### src/rtl/pfi_pkg.sv
package pfi_pkg;
  localparam int PAGE_W   = 13;
  localparam int PAGE_LSB = 11;
  localparam int CAP_W    = PAGE_W + 1;

  typedef enum logic [1:0] {
    CFG_ENTRY = 2'd0,
    CFG_PCAP  = 2'd1,
    CFG_FCAP  = 2'd2
  } cfg_sel_e;

  typedef enum logic [1:0] {
    PG_ADDRESSABLE = 2'b00,
    PG_CONNECTED   = 2'b01,
    PG_DISCONN     = 2'b10,
    PG_DISCONN_ALT = 2'b11
  } pg_state_e;

  localparam logic [1:0] CC_ADDR  = 2'd0;
  localparam logic [1:0] CC_CONN  = 2'd1;
  localparam logic [1:0] CC_DISC  = 2'd2;
  localparam logic [1:0] CC_RANGE = 2'd3;
endpackage

### src/rtl/pfi_table.sv
module pfi_table #(
  parameter int DEPTH = 256,
  parameter int WIDTH = 12,
  localparam int AW = $clog2(DEPTH)
) (
  input  logic             clk,
  input  logic             we,
  input  logic [AW-1:0]    waddr,
  input  logic [WIDTH-1:0] wdata,
  input  logic [AW-1:0]    raddr,
  output logic [WIDTH-1:0] rdata
);
  logic [WIDTH-1:0] mem [DEPTH];

  always_ff @(posedge clk) begin
    if (we) mem[waddr] <= wdata;
    rdata <= mem[raddr];
  end
endmodule

### src/rtl/pfi_cfg.sv
module pfi_cfg
  import pfi_pkg::*;
#(
  parameter int DEPTH  = 256,
  parameter int FIDX_W = 12,
  parameter int CNT_W  = 16,
  localparam int FCAP_W = FIDX_W + 1
) (
  input  logic              clk,
  input  logic              rst,
  input  logic              cfg_we,
  input  logic [1:0]        cfg_sel,
  input  logic [PAGE_W-1:0] cfg_page,
  input  logic [1:0]        cfg_state,
  input  logic [FIDX_W-1:0] cfg_fidx,
  input  logic [CNT_W-1:0]  cfg_count,
  input  logic              req_valid,
  output logic [CAP_W-1:0]  page_cap,
  output logic              entry_we
);
  localparam logic [CAP_W-1:0] DEPTH_C = CAP_W'(DEPTH);

  logic [FCAP_W-1:0] frame_cap;
  logic              wr_ok;
  logic              page_ok;
  logic              fidx_ok;
  logic              unused_cnt;

  assign wr_ok   = cfg_we && !req_valid;
  assign page_ok = ({1'b0, cfg_page} < page_cap) && ({1'b0, cfg_page} < DEPTH_C);
  assign fidx_ok = cfg_state[1] || ({1'b0, cfg_fidx} < frame_cap);
  assign entry_we = wr_ok && (cfg_sel == CFG_ENTRY) && page_ok && fidx_ok;
  assign unused_cnt = ^cfg_count[CNT_W-1:CAP_W];

  always_ff @(posedge clk) begin
    if (rst) begin
      page_cap  <= '0;
      frame_cap <= '0;
    end else if (wr_ok) begin
      if (cfg_sel == CFG_PCAP) page_cap  <= cfg_count[CAP_W-1:0];
      if (cfg_sel == CFG_FCAP) frame_cap <= cfg_count[FCAP_W-1:0];
    end
  end

  // counts frozen while a lookup is presented
  a_r8_caps_frozen: assert property (@(posedge clk) disable iff (rst)
    req_valid |=> ($stable(page_cap) && $stable(frame_cap)));
  // an accepted live entry always carries an in-range index
  a_r10_fidx_in_range: assert property (@(posedge clk) disable iff (rst)
    (entry_we && !cfg_state[1]) |-> ({1'b0, cfg_fidx} < frame_cap));
  // accepted entry lies below the page limit
  a_r9_page_in_range: assert property (@(posedge clk) disable iff (rst)
    entry_we |-> ({1'b0, cfg_page} < page_cap));
endmodule

### src/rtl/pfi_classify.sv
module pfi_classify
  import pfi_pkg::*;
#(
  parameter int FIDX_W = 12
) (
  input  logic              valid,
  input  logic              in_range,
  input  logic [1:0]        state,
  input  logic [FIDX_W-1:0] fidx,
  input  logic [31:0]       dst,
  output logic [1:0]        cc,
  output logic              wen,
  output logic [31:0]       data
);
  always_comb begin
    if (!in_range) begin
      cc = CC_RANGE;
    end else begin
      unique case (state)
        PG_ADDRESSABLE: cc = CC_ADDR;
        PG_CONNECTED:   cc = CC_CONN;
        default:        cc = CC_DISC;
      endcase
    end
    wen  = valid && in_range && !state[1];
    data = wen ? {{(32-FIDX_W){1'b0}}, fidx} : dst;
  end
endmodule

### src/rtl/pfi_lookup.sv
module pfi_lookup
  import pfi_pkg::*;
#(
  parameter int DEPTH  = 256,
  parameter int FIDX_W = 12,
  parameter int CNT_W  = 16
) (
  input  logic              clk,
  input  logic              rst,
  input  logic              cfg_we,
  input  logic [1:0]        cfg_sel,
  input  logic [12:0]       cfg_page,
  input  logic [1:0]        cfg_state,
  input  logic [FIDX_W-1:0] cfg_fidx,
  input  logic [CNT_W-1:0]  cfg_count,
  input  logic              req_valid,
  input  logic [31:0]       req_addr,
  input  logic [31:0]       req_dst,
  output logic              resp_done,
  output logic [1:0]        resp_cc,
  output logic              resp_wen,
  output logic [31:0]       resp_data
);
  localparam int AW = $clog2(DEPTH);
  localparam logic [CAP_W-1:0] DEPTH_C = CAP_W'(DEPTH);

  logic [PAGE_W-1:0] page;
  logic [CAP_W-1:0]  page_cap;
  logic              entry_we;
  logic              in_range;
  logic              v_q;
  logic              in_range_q;
  logic [31:0]       dst_q;
  logic [1:0]        st_rd;
  logic [FIDX_W-1:0] fx_rd;
  logic              unused_bits;

  assign page     = req_addr[PAGE_LSB +: PAGE_W];
  assign in_range = ({1'b0, page} < page_cap) && ({1'b0, page} < DEPTH_C);
  assign unused_bits = ^{req_addr[31:PAGE_LSB+PAGE_W], req_addr[PAGE_LSB-1:0],
                         cfg_page[PAGE_W-1:AW], page[PAGE_W-1:AW]};

  pfi_cfg #(.DEPTH(DEPTH), .FIDX_W(FIDX_W), .CNT_W(CNT_W)) u_cfg (
    .clk(clk), .rst(rst), .cfg_we(cfg_we), .cfg_sel(cfg_sel),
    .cfg_page(cfg_page), .cfg_state(cfg_state), .cfg_fidx(cfg_fidx),
    .cfg_count(cfg_count), .req_valid(req_valid),
    .page_cap(page_cap), .entry_we(entry_we)
  );

  pfi_table #(.DEPTH(DEPTH), .WIDTH(2)) u_state_tbl (
    .clk(clk), .we(entry_we), .waddr(cfg_page[AW-1:0]), .wdata(cfg_state),
    .raddr(page[AW-1:0]), .rdata(st_rd)
  );

  pfi_table #(.DEPTH(DEPTH), .WIDTH(FIDX_W)) u_fidx_tbl (
    .clk(clk), .we(entry_we), .waddr(cfg_page[AW-1:0]), .wdata(cfg_fidx),
    .raddr(page[AW-1:0]), .rdata(fx_rd)
  );

  always_ff @(posedge clk) begin
    if (rst) begin
      v_q        <= 1'b0;
      in_range_q <= 1'b0;
      dst_q      <= '0;
    end else begin
      v_q        <= req_valid;
      in_range_q <= in_range;
      dst_q      <= req_dst;
    end
  end

  pfi_classify #(.FIDX_W(FIDX_W)) u_cls (
    .valid(v_q), .in_range(in_range_q), .state(st_rd), .fidx(fx_rd),
    .dst(dst_q), .cc(resp_cc), .wen(resp_wen), .data(resp_data)
  );

  assign resp_done = v_q;

  // one-cycle response
  a_r6_done_after_req: assert property (@(posedge clk) disable iff (rst)
    req_valid |=> resp_done);
  a_r6_no_spurious_done: assert property (@(posedge clk) disable iff (rst)
    !req_valid |=> !resp_done);
  a_r6_wen_with_done: assert property (@(posedge clk) disable iff (rst)
    resp_wen |-> resp_done);
  // codes 2 and 3 never write
  a_r2_r5_no_write_high_cc: assert property (@(posedge clk) disable iff (rst)
    (resp_done && resp_cc[1]) |-> !resp_wen);
  // unchanged destination passes through
  a_r5_dst_passthrough: assert property (@(posedge clk) disable iff (rst)
    (resp_done && !resp_wen) |-> (resp_data == $past(req_dst)));
  // written value is zero-extended
  a_r3_zero_ext: assert property (@(posedge clk) disable iff (rst)
    resp_wen |-> (resp_data[31:FIDX_W] == '0));
endmodule

### config.mk
export PLATFORM = sky130hd
export DESIGN_NAME = pfi_lookup
export DESIGN_NICKNAME = d
export VERILOG_FILES = /design/src/rtl/pfi_pkg.sv /design/src/rtl/pfi_table.sv /design/src/rtl/pfi_cfg.sv /design/src/rtl/pfi_classify.sv /design/src/rtl/pfi_lookup.sv
export SDC_FILE = /design/constraint.sdc
export NUM_CORES = 2
export LEC_CHECK = 0
export BUFFER_PORTS_ARGS = -buffer_cell sky130_fd_sc_hd__buf_2
export CAP_MARGIN = 20
export CORE_MARGIN = 2
export CORE_UTILIZATION = 30
export CTS_BUF_LIST = sky130_fd_sc_hd__clkbuf_16
export CTS_CLUSTER_SIZE = 25
export DETAILED_ROUTE_END_ITERATION = 10
export PLACE_DENSITY = 0.43
export SYNTH_ARGS = -nofsm -noshare
export SYNTH_HDL_FRONTEND = slang
export SYNTH_SLANG_ARGS = --single-unit
### constraint.sdc
create_clock -name clk -period 4.5 [get_ports clk]
set_input_delay 0.45 -clock clk [delete_from_list [all_inputs] [get_ports clk]]
set_output_delay 0.45 -clock clk [all_outputs]
set_load 0.02 [all_outputs]
==> flow_summary.json <==
{
  "status": "finished clean",
  "die_area_mm2": 0.474,
  "grt-ovfl-total": 0,
  "finalNetCount": 7376,
  "htree_levels": 5,
  "critPathMaxStageDelay_ns": 0.92,
  "dpl.hpwl_um": 266000,
  "crit_path_top_delay_cell": "nor4_2",
  "syn_nets": 6590,
  "cap_violations": 0,
  "ys_seq_area_share_pct": 77.7,
  "fin_crit_sh_pct": 81.4,
  "worstPathRequired_ns": 5.14,
  "area_delta_synth_final_pct": 19.0,
  "critPathBufInv": 2,
  "ios": 149,
  "portBuffers": 127,
  "core_area_mm2": 0.467,
  "worstHoldEndpoint": "u_state_tbl.mem[94][0]",
  "drt_first_iter_violations": 7054,
  "p_total_mw": 72.8,
  "skew_ns": 0.0545,
  "firstDrtPassIters": 6,
  "wirelength_um": 431000,
  "clk_pin_slew_worst_paths_ns": 0.05,
  "avgSynthCellArea_um2": 21.8,
  "synthTopCellsByArea": "edfxtp_1, mux4_2, mux2i_1, nor4_1, dfxtp_1",
  "gp_congestion": 0.797,
  "tightest_slew_ns": 1.24,
  "crit_chain": "inv_1, ha_1, a21o_1, a21oi_1, nor2_1, a211oi_1, o21ai_1, a21o_4, nor4_2, buf_4",
  "final_common_cell": "edfxtp_1",
  "layout_min_cycle_time_ns": 3.66,
  "drv_slew": 0,
  "cp-start-kind": "flip-flop",
  "num_rows": 251,
  "ys_ff_latch": 3659,
  "setup_viol_count_final": 0,
  "worst-path-stages": 10,
  "crit_arrival_ns": 4.30,
  "rsz0062_at_grt": "false",
  "leakagePower_nw": 52.1,
  "netlist_area_mm2": 0.141,
  "synth_enable_flop_cells": 3584,
  "worst-r2r-cell-count": 10,
  "cts_tree": "yes",
  "grt_usage_pct": 17.8,
  "start_util_pct": 30.1,
  "grt_pass1_wl_um": 591000,
  "die_w_um": 688,
  "max_freq_ghz": 0.273,
  "whs_path_depth": 1,
  "cts_resized": 0,
  "wl_per_cell_um": 31.3,
  "vias_per_cell": 5.10,
  "drc": 0,
  "synth_top_cell_by_area": "edfxtp_1",
  "cts_buffers": 408,
  "die_h_um": 688,
  "max_slew_margin_pct": 17.3,
  "ys.flop_type": "edfxtp_1",
  "regToRegStartpoint": "u_cfg.frame_cap[10]",
  "synthCells": 6442,
  "end_kind": "flip-flop",
  "mostFrequentLayoutCells": "edfxtp_1, mux4_2, buf_4",
  "whs_ns": 0.0699,
  "synth_async_sr_flop_share_pct": 0,
  "synth_cell_types": 52,
  "worstSkewPairLatency_ns": 1.00,
  "grt_antenna_before_repair": 29,
  "grt_pass1_vias": 71800,
  "worstSetupPathType": "flip-flop to flip-flop",
  "rrSetupSlack_ns": 0.84,
  "max-vdd-ir-drop_mv": 0.342,
  "hold_viol": 0,
  "grt_max_degree": 179,
  "cts-root-buf": "clkbuf_16",
  "min-delay-start": "cfg_state[0]",
  "ys_warn_count": 0,
  "drive_gt1_share_pct": 31.7,
  "clk_path_buf_depth": 4,
  "synth_top_area_share_pct": 76.6,
  "ant_nets": 0,
  "r2r-end": "u_fidx_tbl.mem[208][3]",
  "path_max_fanout": 37,
  "hold_class": "input pin to flip-flop",
  "pwr_density_cell_mw_per_mm2": 435,
  "num_vias": 70300,
  "clock_sinks": 3659,
  "cp_top_family": "compound AO/OA/AOI/OAI gates"
}
[power by group]
group / internal (mW) / leakage, nW / switching (mW)
Clock: 18.0 / 6.62 / 13.6
Combinational: 1.22 / 12.7 / 2.48
Sequential: 37.4 / 32.8 / 0.0570
[layer usage]
metal | vias up | share of wire (%) | wire (µm) | global-route usage (%)
li1 | 29200 | - | - | -
met1 | 38400 | 45 | 192000 | 25.5
met2 | 2110 | 47 | 202000 | 28.5
met3 | 501 | 6.0 | 25900 | 2.90
met4 | 4 | 2.5 | 10800 | 4.45
met5 | - | 0.0063 | 27 | 0
[cell usage after synthesis (all sizes together), types with 30 or more instances]
cell	n
edfxtp	3584
nor2b	47
a21oi	104
ha	35
clkbuf	190
nor2	73
dfxtp	75
mux2i	208
buf	224
a22oi	154
nor4	288
a211oi	73
mux4	838
o22ai	168
a22o	30
nand2	136
[worst max path at each step]
stage,start,to,slack (ns)
finish,u_cfg.frame_cap[10],u_fidx_tbl.mem[208][3],0.84
global route,u_cfg.frame_cap[10],u_fidx_tbl.mem[208][3],0.73
CTS,u_state_tbl.rdata[1],resp_data[3],0.77
detailed placement,req_addr[11],u_fidx_tbl.rdata[4],0.31
global placement,req_addr[11],u_fidx_tbl.rdata[3],-0.001
floorplan,cfg_page[8],u_fidx_tbl.mem[17][0],0.59
[registers in the layout, summed over array words and instances (netlist names)]
| register | cells |
|---|---|
| u_fidx_tbl.rdata | 12 |
| u_cfg.frame_cap | 13 |
| dst_q | 32 |
| u_fidx_tbl.mem | 3072 |
| u_state_tbl.rdata | 2 |
| u_cfg.page_cap | 14 |
| in_range_q | 1 |
| u_state_tbl.mem | 512 |
| resp_done | 1 |
[area by class of cell]
type / instances / area (µm²)
Antenna cell: 19 / 47.5
Clock buffer: 416 / 10400
Clock inverter: 333 / 2230
Fill cell: 43000 / 300000
Tap cell: 6198 / 7750
Multi-Input combinational cell: 2341 / 30900
Timing Repair Buffer: 790 / 6740
Inverter: 28 / 105
Sequential cell: 3659 / 109000
[stage by stage]
stage | worst slack, ns | util, % | std cells | TNS [ns] | instance area [µm²]
final | 0.838 | 35.8 | 13800 | 0 | 167000
after global routing | 0.734 | 35.8 | 13800 | 0 | 167000
after CTS | 0.771 | 35.8 | 13800 | 0 | 167000
after detailed placement | 0.306 | 33.0 | 13000 | 0 | 154000
after global placement | -0.00122 | 33.0 | 13000 | -0.00122 | 154000
after floorplan | 0.589 | - | 6442 | 0 | 141000
[cell families (layout without fill, tap and decap cells)]
| family | count (synthesis) | count (layout) | synth area share, % |
|---|---|---|---|
| flops | 3659 | 3659 | 77.7 |
| compound gates | 629 | 629 | 3.06 |
| mux | 1046 | 1046 | 14.9 |
| simple gates | 631 | 631 | 2.43 |
| other cells | 0 | 19 | 0 |
| fa+ha+maj | 35 | 35 | 0.312 |
| buf+inv | 442 | 1567 | 1.62 |
[what timing repair did]
action | CTS | global route
buffers inserted | 0 | 0
hold buffers | 59 | 0
setup endpoints to repair | 0 | 0
hold endpoints to repair | 134 | 0
No activity file was read; power rests on OpenSTA's default activity.
